## config.mk

```make
export PLATFORM = sky130hd
export DESIGN_NAME = operand_hazard_unit
export DESIGN_NICKNAME = d
export VERILOG_FILES = /design/src/rtl/ohu_pkg.sv /design/src/rtl/ohu_src_forward.sv /design/src/rtl/ohu_interlock.sv /design/src/rtl/operand_hazard_unit.sv
export SDC_FILE = /design/constraint.sdc
export NUM_CORES = 1
export LEC_CHECK = 0
export BUFFER_PORTS_ARGS = -buffer_cell sky130_fd_sc_hd__buf_4
export CAP_MARGIN = 20
export CORE_MARGIN = 2
export CORE_UTILIZATION = 41
export CTS_BUF_LIST = sky130_fd_sc_hd__clkbuf_8
export CTS_CLUSTER_DIAMETER = 150
export DETAILED_ROUTE_END_ITERATION = 10
export PLACE_DENSITY = 0.82
export SKIP_CTS_REPAIR_TIMING = 1
export SYNTH_ARGS = -nofsm -noshare
export SYNTH_HDL_FRONTEND = slang
export SYNTH_SLANG_ARGS = --single-unit
```

## constraint.sdc

```tcl
create_clock -name clk -period 1.79 [get_ports clk]
set_clock_uncertainty 0.2 [all_clocks]
set_input_delay 0.358 -clock clk [delete_from_list [all_inputs] [get_ports clk]]
set_output_delay 0.358 -clock clk [all_outputs]
set_load 0.05 [all_outputs]
```

## src/rtl/ohu_pkg.sv

```systemverilog
package ohu_pkg;

    typedef enum logic [1:0] {
        SEL_RF  = 2'b00,
        SEL_EX  = 2'b01,
        SEL_MEM = 2'b10,
        SEL_WB  = 2'b11
    } fwd_sel_e;

    // Store-data bypass flag travelling with a store from execute to memory.
    typedef struct packed {
        logic in_ex;
        logic in_mem;
    } store_track_s;

endpackage

```

## src/rtl/ohu_src_forward.sv

```systemverilog
module ohu_src_forward
    import ohu_pkg::*;
#(
    parameter int REG_ADDR_W = 5,
    parameter bit WB_BYPASS  = 1'b1
) (
    input  logic                  clk,
    input  logic                  rst_n,
    input  logic [REG_ADDR_W-1:0] src,
    input  logic                  ex_live,
    input  logic [REG_ADDR_W-1:0] ex_dst,
    input  logic                  mem_live,
    input  logic [REG_ADDR_W-1:0] mem_dst,
    input  logic                  wb_live,
    input  logic [REG_ADDR_W-1:0] wb_dst,
    output fwd_sel_e              sel,
    output logic                  hit_ex
);

    logic src_real;
    logic hit_mem;
    logic hit_wb;

    always_comb begin
        src_real = (src != '0);
        hit_ex   = src_real && ex_live  && (ex_dst  == src);
        hit_mem  = src_real && mem_live && (mem_dst == src);
    end

    generate
        if (WB_BYPASS) begin : g_wb_path
            always_comb hit_wb = src_real && wb_live && (wb_dst == src);
        end else begin : g_wb_none
            always_comb hit_wb = 1'b0;

            p_no_wb_select_r10: assert property (@(posedge clk) disable iff (!rst_n)
                sel != SEL_WB);
        end
    endgenerate

    always_comb begin
        if (hit_ex)       sel = SEL_EX;
        else if (hit_mem) sel = SEL_MEM;
        else if (hit_wb)  sel = SEL_WB;
        else              sel = SEL_RF;
    end

    p_zero_source_r3: assert property (@(posedge clk) disable iff (!rst_n)
        (src == '0) |-> (sel == SEL_RF && !hit_ex));

    p_live_ex_wins_r2: assert property (@(posedge clk) disable iff (!rst_n)
        (ex_live && ex_dst == src && src != '0) |-> (sel == SEL_EX));

endmodule

```

## src/rtl/ohu_interlock.sv

```systemverilog
module ohu_interlock (
    input  logic clk,
    input  logic rst_n,
    input  logic dec_valid,
    input  logic dec_is_store,
    input  logic dec_reads_hilo,
    input  logic muldiv_busy,
    input  logic ex_load_live,
    input  logic a_hit_ex,
    input  logic b_hit_ex,
    output logic stall,
    output logic store_arm
);

    logic use_a;
    logic use_b;
    logic hilo_wait;

    always_comb begin
        use_a     = a_hit_ex && ex_load_live;
        // store data reaches memory one stage later, so it is bypassed there
        use_b     = b_hit_ex && ex_load_live && !dec_is_store;
        hilo_wait = dec_reads_hilo && muldiv_busy;
        stall     = dec_valid && (use_a || use_b || hilo_wait);
        store_arm = dec_valid && dec_is_store && b_hit_ex && ex_load_live;
    end

    p_hilo_wait_r8: assert property (@(posedge clk) disable iff (!rst_n)
        (dec_valid && dec_reads_hilo && muldiv_busy) |-> stall);

    p_idle_decode_r9: assert property (@(posedge clk) disable iff (!rst_n)
        !dec_valid |-> !stall);

endmodule

```

## src/rtl/operand_hazard_unit.sv

```systemverilog
module operand_hazard_unit
    import ohu_pkg::*;
#(
    parameter int REG_ADDR_W = 5,
    parameter bit WB_BYPASS  = 1'b1
) (
    input  logic                  clk,
    input  logic                  rst_n,
    input  logic                  dec_valid,
    input  logic [REG_ADDR_W-1:0] dec_src_a,
    input  logic [REG_ADDR_W-1:0] dec_src_b,
    input  logic                  dec_is_store,
    input  logic                  dec_reads_hilo,
    input  logic                  ex_valid,
    input  logic [REG_ADDR_W-1:0] ex_dst,
    input  logic                  ex_wen,
    input  logic                  ex_is_load,
    input  logic                  mem_valid,
    input  logic [REG_ADDR_W-1:0] mem_dst,
    input  logic                  mem_wen,
    input  logic                  wb_valid,
    input  logic [REG_ADDR_W-1:0] wb_dst,
    input  logic                  wb_wen,
    input  logic                  muldiv_busy,
    output logic [1:0]            fwd_sel_a,
    output logic [1:0]            fwd_sel_b,
    output logic                  mem_store_bypass,
    output logic                  freeze_front,
    output logic                  bubble_ex
);

    localparam int NUM_SRC = 2;

    logic                  ex_live;
    logic                  mem_live;
    logic                  wb_live;
    logic                  ex_load_live;
    logic [REG_ADDR_W-1:0] src_vec [NUM_SRC];
    fwd_sel_e              sel_vec [NUM_SRC];
    logic [NUM_SRC-1:0]    hit_ex_vec;
    logic                  stall;
    logic                  store_arm;
    store_track_s          trk_d;
    store_track_s          trk_q;

    always_comb begin
        ex_live      = ex_valid  && ex_wen;
        mem_live     = mem_valid && mem_wen;
        wb_live      = wb_valid  && wb_wen;
        ex_load_live = ex_live   && ex_is_load;
        src_vec[0]   = dec_src_a;
        src_vec[1]   = dec_src_b;
    end

    generate
        for (genvar g = 0; g < NUM_SRC; g++) begin : g_src
            ohu_src_forward #(
                .REG_ADDR_W (REG_ADDR_W),
                .WB_BYPASS  (WB_BYPASS)
            ) u_fwd (
                .clk      (clk),
                .rst_n    (rst_n),
                .src      (src_vec[g]),
                .ex_live  (ex_live),
                .ex_dst   (ex_dst),
                .mem_live (mem_live),
                .mem_dst  (mem_dst),
                .wb_live  (wb_live),
                .wb_dst   (wb_dst),
                .sel      (sel_vec[g]),
                .hit_ex   (hit_ex_vec[g])
            );
        end
    endgenerate

    ohu_interlock u_lock (
        .clk            (clk),
        .rst_n          (rst_n),
        .dec_valid      (dec_valid),
        .dec_is_store   (dec_is_store),
        .dec_reads_hilo (dec_reads_hilo),
        .muldiv_busy    (muldiv_busy),
        .ex_load_live   (ex_load_live),
        .a_hit_ex       (hit_ex_vec[0]),
        .b_hit_ex       (hit_ex_vec[1]),
        .stall          (stall),
        .store_arm      (store_arm)
    );

    // Next-state: a bubble in execute drops the flag; execute always moves to memory.
    always_comb begin
        trk_d        = trk_q;
        trk_d.in_ex  = store_arm && !stall;
        trk_d.in_mem = trk_q.in_ex;
    end

    always_ff @(posedge clk) begin
        if (!rst_n) begin
            trk_q <= '0;
        end else begin
            trk_q <= trk_d;
        end
    end

    always_comb begin
        fwd_sel_a        = sel_vec[0];
        fwd_sel_b        = sel_vec[1];
        freeze_front     = stall;
        bubble_ex        = stall;
        mem_store_bypass = trk_q.in_mem;
    end

    p_store_no_stall_r6: assert property (@(posedge clk) disable iff (!rst_n)
        (store_arm && !hit_ex_vec[0] && !(dec_reads_hilo && muldiv_busy)) |-> !freeze_front);

    p_bypass_origin_r6: assert property (@(posedge clk) disable iff (!rst_n)
        mem_store_bypass |-> $past(store_arm && !stall, 2));

    p_frozen_store_r7: assert property (@(posedge clk) disable iff (!rst_n)
        (store_arm && stall) |=> !trk_q.in_ex);

    p_reset_clear_r11: assert property (@(posedge clk) disable iff (!rst_n)
        $rose(rst_n) |-> !mem_store_bypass);

endmodule

```

==> impl_metrics.py, run 1 <==
metrics = {
    "clock_network": {
        "cts_buffers": 3,
        "cts_sinks": 2,
        "cts_buffer_depth": 2,
        "h-tree-depth": 1,
        "clockRootBuffer": "clkbuf_8",
    },
    "placement": {
        "gp_congestion": 0.7951,
        "dp_hpwl_um": 1661,
        "placed_area_mm2": 0.001046,
        "pre_cts_ws_ps": -295.7,
        "io_buffers": 44,
    },
    "floorplanning": {
        "die_h_um": 41.87,
        "num_rows": 13,
        "ioPinCount": 45,
        "fp.dieW_um": 41.87,
        "start_util": 0.4463,
    },
    "timing": {
        "worstEndpointType": "top-level output",
        "worstEndpointGrtRepair": "fwd_sel_b[1]",
    },
    "synth": {
        "synth-simple-area-share": 0.3447,
        "synth-main-ff-cell": "dfxtp_1",
        "synth_commonest_cells": "xor2_1, nor2_1, nand2_1, inv_1",
        "synth_most_common_cell": "xor2_1",
        "ys_seq_elements": 2,
        "synthXorXnorAreaFrac": 0.3574,
        "syn_nets": 118,
        "yosys_warnings": 0,
        "seq_area_frac_synth": 0.06809,
        "syn_avg_cell_area_um2": 7.351,
        "muxShareOfSynthArea": 0,
        "synth-async-reset-ratio": 0,
        "synth_area_um2": 588.1,
        "syn_inst": 80,
        "synth_top_area_frac": 0.3128,
        "synthTopCellsByArea": "xor2_1, dfxtp_1, nor2_1",
        "synth_edf_count": 0,
        "yosys.area_share.adder": 0,
        "yosysTopAreaCell": "xor2_1",
        "synth_compound_area_frac": 0.1787,
        "synth_top_family_by_area": "XOR/XNOR gates",
        "synth.distinct_cells": 29,
    },
    "run_status": {
        "status": "did not finish",
        "stop_stage": "5_1_grt",
        "stop_error": "[ERROR GRT-0232] Routing congestion too high. Check the congestion heatmap in the GUI.",
    },
    "global_routing": {
        "track_usage": 0.5116,
        "grt_max_degree": 7,
        "grt_overflow": 4,
    },
}
==> metal layers <==
| metal | GRT usage | GRT overflow |
|---|---|---|
| met1 | 0.4444 | 0 |
| met2 | 0.7281 | 1 |
| met3 | 0.3217 | 0 |
| met4 | 0.6129 | 3 |
| met5 | 0 | 0 |
==> logic make-up after synthesis <==
family,Yosys count
and+or+nand+nor,35
xor gates and xnor gates,24
AOI/OAI and AO/OA,12
buffers and inverters,7
DFF,2
==> stage by stage <==
step / hold slack, ps / cells / utilization
4_1_cts: 167.7 / 151 / 0.8253
3_5_place_dp: 222.4 / 148 / 0.7939
3_3_place_gp: 213.6 / 148 / 0.7939
2_1_floorplan: 205.7 / 80 / -
==> run 2: changes to the inputs <==
--- a/config.mk
+++ b/config.mk
@@ -7,12 +7,10 @@
 export LEC_CHECK = 0
 export BUFFER_PORTS_ARGS = -buffer_cell sky130_fd_sc_hd__buf_4
 export CAP_MARGIN = 20
-export CORE_MARGIN = 2
-export CORE_UTILIZATION = 41
-export CTS_BUF_LIST = sky130_fd_sc_hd__clkbuf_8
-export CTS_CLUSTER_DIAMETER = 150
+export CORE_AREA = 2 2 63 65
 export DETAILED_ROUTE_END_ITERATION = 10
-export PLACE_DENSITY = 0.82
+export DIE_AREA = 0 0 65 67
+export PLACE_DENSITY_LB_ADDON = 0.15
 export SKIP_CTS_REPAIR_TIMING = 1
 export SYNTH_ARGS = -nofsm -noshare
 export SYNTH_HDL_FRONTEND = slang
==> run 2 against run 1 <==
Against the previous run: the flow now finishes, with violations (negative setup slack); synthesized area is the same; synthesized cell count is the same.
==> impl_metrics.py, run 2 <==
metrics = {
    "clock_network": {
        "h-tree-depth": 1,
        "cts_tree": "done",
        "clockRootBuffer": "clkbuf_8",
        "clk_latency_ps": 210,
        "path_clk_slew_ps": 30,
        "cts_buffers": 3,
        "cts_sinks": 2,
        "cts_buffer_depth": 2,
    },
    "timing": {
        "worstMarginPinSlew_ps": 261.7,
        "fin_hold_ws_ps": 171.6,
        "rsz0062_at_grt": "true",
        "final.setup.worst_slack_ps": -247.8,
        "min_period_ps": 2038,
        "relSlewSlack": 0.8241,
        "finalSetupViolations": 6,
        "clock.fmax_mhz": 490.7,
        "slew_viol_final": 0,
        "finalHoldViolCount": 0,
        "fin_crit_sh": 1.138,
    },
    "worst_setup_path": {
        "worstSetupStartpoint": "dec_src_b[1]",
        "crit_path_start_kind": "input port",
        "endpoint_kind": "output pin",
        "critPathArrivalTime_ps": 1480,
        "cp.required_ps": 1230,
        "path_class": "input port to output pin",
        "rr_worst_depth": 1,
        "cp_slowest_stage_delay_ps": 300,
        "critical_path_depth": 6,
        "crit_path_max_fanout": 4,
        "r2r_start": "trk_d[0]",
        "crit_end": "freeze_front",
        "crit_chain": "buf_12 > xor2_4 > nor4_4 > nand4_1 > o211ai_1 > buf_4",
        "rr_endpoint": "mem_store_bypass",
        "r2r_slack_ps": 1080,
        "crit_slowest_cell": "nor4_4",
        "path_buf_inv": 2,
        "cpLargestDelayFamily": "simple AND/OR/NAND/NOR gates",
    },
    "placement": {
        "gp_congestion": 0.7929,
        "dp_hpwl_um": 1983,
        "pre_cts_ws_ps": -347.8,
        "placed_area_mm2": 0.001140,
        "io_buffers": 44,
    },
    "run_status": {
        "status": "finished with violations",
        "violations": "negative setup slack",
    },
    "detailed_routing": {
        "drtAntennaViolNets": 0,
        "drt-wirelength-per-cell_um": 12.01,
        "vias_per_cell": 4.265,
        "drt-pass1-iter-count": 4,
        "drtIter0Drc": 12,
        "vias": 836,
        "routed_wl_um": 2354,
        "route.detailed.drc": 0,
    },
    "power": {
        "ir_drop_mv": 0.1367,
        "p_leak_nw": 0.6428,
        "powerDensity_mw_per_mm2": 353.5,
    },
    "synth": {
        "syn_nets": 118,
        "synth_edf_count": 0,
        "synth_top_area_frac": 0.3128,
        "yosys_warnings": 0,
        "synth-main-ff-cell": "dfxtp_1",
        "ys_seq_elements": 2,
        "synth_most_common_cell": "xor2_1",
        "seq_area_frac_synth": 0.06809,
        "synth.distinct_cells": 29,
        "yosysTopAreaCell": "xor2_1",
        "synth_commonest_cells": "xor2_1, nor2_1, nand2_1, inv_1",
        "synth-async-reset-ratio": 0,
        "syn_inst": 80,
        "synth_area_um2": 588.1,
        "syn_avg_cell_area_um2": 7.351,
        "synthTopCellsByArea": "xor2_1, dfxtp_1, nor2_1",
    },
    "final_layout": {
        "nets": 188,
        "layout_commonest_cell": "buf_4",
        "design_area_mm2": 0.001429,
        "final_cell_mix": "buf_4, xor2_1, buf_6, nor2_1, nand2_1",
        "drive_gt1_frac": 0.6284,
        "area_growth_pct": 143.0,
        "num_antenna_cells": 0,
    },
    "global_routing": {
        "track_usage": 0.1116,
        "grt_max_degree": 6,
        "grt_overflow": 0,
        "first_global_vias": 811,
        "grt_pass1_wl_um": 3643,
        "antenna_found_initial": 0,
    },
    "floorplanning": {
        "num_rows": 22,
        "ioPinCount": 45,
        "core_area_mm2": 0.003606,
        "die_h_um": 67,
        "die_area_mm2": 0.004355,
        "fp.dieW_um": 65,
        "start_util": 0.1631,
    },
    "hold_path": {
        "hp-start": "rst_n",
        "hp-class": "input port to register",
    },
    "run": {
        "drv_cap": 0,
    },
}
## run 2: cell counts after synthesis
No cell type changed its count.
## run 2: report_power, final
| group | internal [mW] | switching, mW | total (mW) |
|---|---|---|---|
| sequential | 0.0450 | 0.00000128 | 0.0450 |
| clock | 0.142 | 0.0316 | 0.173 |
| combinational | 0.159 | 0.128 | 0.287 |
| total | 0.346 | 0.159 | 0.505 |
## run 2: cell type report
| type | count | area [um^2] |
|---|---|---|
| tap | 48 | 60.06 |
| clock buffer | 3 | 41.29 |
| multi-input combinational | 71 | 678.2 |
| sequential | 2 | 40.04 |
| fill | 377 | 2177 |
| inverter | 6 | 22.52 |
| timing repair buffer | 66 | 586.8 |
## run 2: how the worst min path moves through the flow
stage / endpoint / cells past startpoint
4_1_cts: mem_store_bypass / 2
6_report: mem_store_bypass / 2
2_1_floorplan: mem_store_bypass / 1
3_5_place_dp: mem_store_bypass / 1
3_3_place_gp: mem_store_bypass / 1
5_1_grt: mem_store_bypass / 2
## run 2: per-stage QoR
step           power (mW)  instances  TNS [ps]    util
4_1_cts            0.4581        191     -1802  0.3276
3_3_place_gp       0.2737        188     -1710  0.3161
5_1_grt            0.5393        196     -1713  0.3963
3_5_place_dp       0.2756        188     -1789  0.3161
2_1_floorplan      0.1424         80     -1613       -
6_report           0.5050        196     -1330  0.3963
## run 2: metal layers
metal  part of all wire  routed length, um  global-route usage
met1               0.42                988              0.1364
met2               0.51               1210              0.1959
met3              0.062                146             0.02872
met4             0.0038                  9             0.02394
met5                  0                  0                   0
## run 2: logic make-up (layout without fill, tap and decap cells)
logic type | Yosys count | after routing | synth area share
simple gates | 35 | 35 | 0.3447
buf+inv | 7 | 75 | 0.05107
flops | 2 | 2 | 0.06809
xor+xnor | 24 | 24 | 0.3575
compound gates | 12 | 12 | 0.1787
Power figures use the tool's default switching activity.
==> run 3: changes to the inputs <==
==> constraint.sdc (replaced) <==
create_clock -name clk -period 1.79 [get_ports clk]
set_clock_uncertainty 0.2 [all_clocks]
set_input_delay 0.358 -clock clk [delete_from_list [all_inputs] [get_ports clk]]
set_output_delay 0.358 -clock clk [all_outputs]
set_load 0.005 [all_outputs]
==> run 3 against run 2 <==
Against the previous run: the run still ends with negative setup slack left; critical endpoint is now bubble_ex; design area shrank 13%; final cell count shrank 4.1%; die area is the same; first-iteration DRC count grew to 2.9 times the previous value; highest routed layer is now met3; count of clock-buffer cells in the layout is the same; via count shrank 5.6%; largest power group unchanged; sequential power is essentially flat; register-to-register slack is essentially flat; global-route usage shrank 0.82 points; clock power is essentially flat; sequential share of layout area grew 0.43 points.
==> impl_metrics.py, run 3 (synthesis results as in run 2) <==
metrics = {
    "run_status": {
        "status": "finished with violations",
        "violations": "negative setup slack",
    },
    "detailed_routing": {
        "drt-pass1-iter-count": 2,
        "drtIter0Drc": 35,
        "routed_wl_um": 2265,
        "vias": 789,
        "drt-wirelength-per-cell_um": 12.05,
        "drtAntennaViolNets": 0,
        "route.detailed.drc": 0,
        "vias_per_cell": 4.197,
    },
    "clock_network": {
        "cts_buffer_depth": 2,
        "cts_sinks": 2,
        "clockRootBuffer": "clkbuf_8",
        "cts_tree": "done",
        "clk_latency_ps": 210,
        "path_clk_slew_ps": 30,
        "cts_buffers": 3,
        "h-tree-depth": 1,
    },
    "floorplanning": {
        "die_h_um": 67,
        "num_rows": 22,
        "die_area_mm2": 0.004355,
        "start_util": 0.1631,
        "fp.dieW_um": 65,
        "core_area_mm2": 0.003606,
        "ioPinCount": 45,
    },
    "worst_setup_path": {
        "cp.required_ps": 1230,
        "crit_path_start_kind": "input port",
        "path_class": "input port to output pin",
        "crit_path_max_fanout": 4,
        "critPathArrivalTime_ps": 1390,
        "endpoint_kind": "output pin",
    },
    "placement": {
        "pre_cts_ws_ps": -204.5,
        "dp_hpwl_um": 1899,
        "place_inst": 183,
        "placed_area_mm2": 0.001061,
        "io_buffers": 44,
        "gp_congestion": 0.8100,
    },
    "global_routing": {
        "grt_max_degree": 7,
        "grt_overflow": 0,
        "first_global_vias": 768,
        "grt_pass1_wl_um": 3394,
        "track_usage": 0.1034,
        "antenna_found_initial": 0,
    },
    "timing": {
        "rsz0062_at_grt": "true",
        "min_period_ps": 1947,
        "clock.fmax_mhz": 513.7,
        "final.setup.worst_slack_ps": -156.5,
        "finalHoldViolCount": 0,
        "finalSetupViolations": 6,
        "worstMarginPinSlew_ps": 265.9,
        "relSlewSlack": 0.8221,
        "fin_crit_sh": 1.087,
        "slew_viol_final": 0,
    },
    "final_layout": {
        "area_growth_pct": 110.9,
        "nFillCells": 397,
        "final_cell_mix": "buf_4, xor2_1, nor2_1, nand2_1, inv_1",
        "layout_commonest_cell": "buf_4",
        "num_antenna_cells": 0,
        "nets": 180,
        "drive_gt1_frac": 0.5571,
        "final_cell_count_no_fill": 188,
        "design_area_mm2": 0.001240,
    },
    "power": {
        "p_comb_frac": 0.513,
        "powerDensity_mw_per_mm2": 366.5,
        "p_seq_frac": 0.099,
        "power_frac_clock": 0.388,
        "power.share.switching": 0.2983,
        "switchingPower_mw": 0.1356,
        "ir_drop_mv": 0.07769,
        "p_int_mw": 0.3188,
        "p_leak_nw": 0.5672,
    },
    "run": {
        "drv_cap": 0,
    },
    "hold_path": {
        "hp-class": "input port to register",
    },
}
==> run 3: path summary, 6_finish.rpt <==
| path | from | to | slack, ps | depth (start not counted) |
|---|---|---|---|---|
| hold / removal | rst_n | mem_store_bypass | 180 | 2 |
| setup / recovery | dec_src_b[1] | bubble_ex | -160 | 6 |
| setup reg to reg | trk_d[0] | mem_store_bypass | 1080 | 1 |
| hold reg to reg | trk_d[0] | mem_store_bypass | 220 | 1 |
==> run 3: critical path, stage by stage <==
cell	delay [ps]
buf_12	110
xor2_4	180
nor4_4	300
nand4_1	130
o211ai_1	150
buf_4	160
==> run 3: per-layer routing <==
layer  GRT usage  vias up  part of all wire
li1            -      404                 -
met1      0.1324      358              0.44
met2      0.1740       27              0.50
met3     0.02534        0             0.066
met4     0.02394        0                 0
met5           0        -                 0
==> run 3: power by group through the flow <==
stage | Combinational [mW] | Sequential (mW) | Clock [mW]
4_1_cts | 0.203 | 0.0450 | 0.185
2_1_floorplan | 0.0795 | 0.0455 | 0
3_5_place_dp | 0.202 | 0.0455 | 0
6_report | 0.233 | 0.0450 | 0.176
3_3_place_gp | 0.202 | 0.0455 | 0
5_1_grt | 0.252 | 0.0449 | 0.188
==> run 3: layout make-up <==
cell class                 instances  area, um^2  share of cell area
multi-input combinational         71       598.1              0.4823
clock buffer                       3       41.29             0.03330
timing repair buffer              58       478.0              0.3855
tap                               48       60.06             0.04844
inverter                           6       22.52             0.01816
sequential                         2       40.04             0.03229
==> run 3: per-stage QoR <==
stage | hold WS, ps | setup TNS [ps] | power [mW] | util
floorplan | 205.7 | 0 | 0.1250 | -
global placement | 212.1 | -1001 | 0.2473 | 0.2942
detailed placement | 228.6 | -1085 | 0.2479 | 0.2942
CTS | 173.1 | -1122 | 0.4337 | 0.3057
global route | 185.6 | -1187 | 0.4849 | 0.3439
finish | 175.1 | -784.9 | 0.4544 | 0.3439
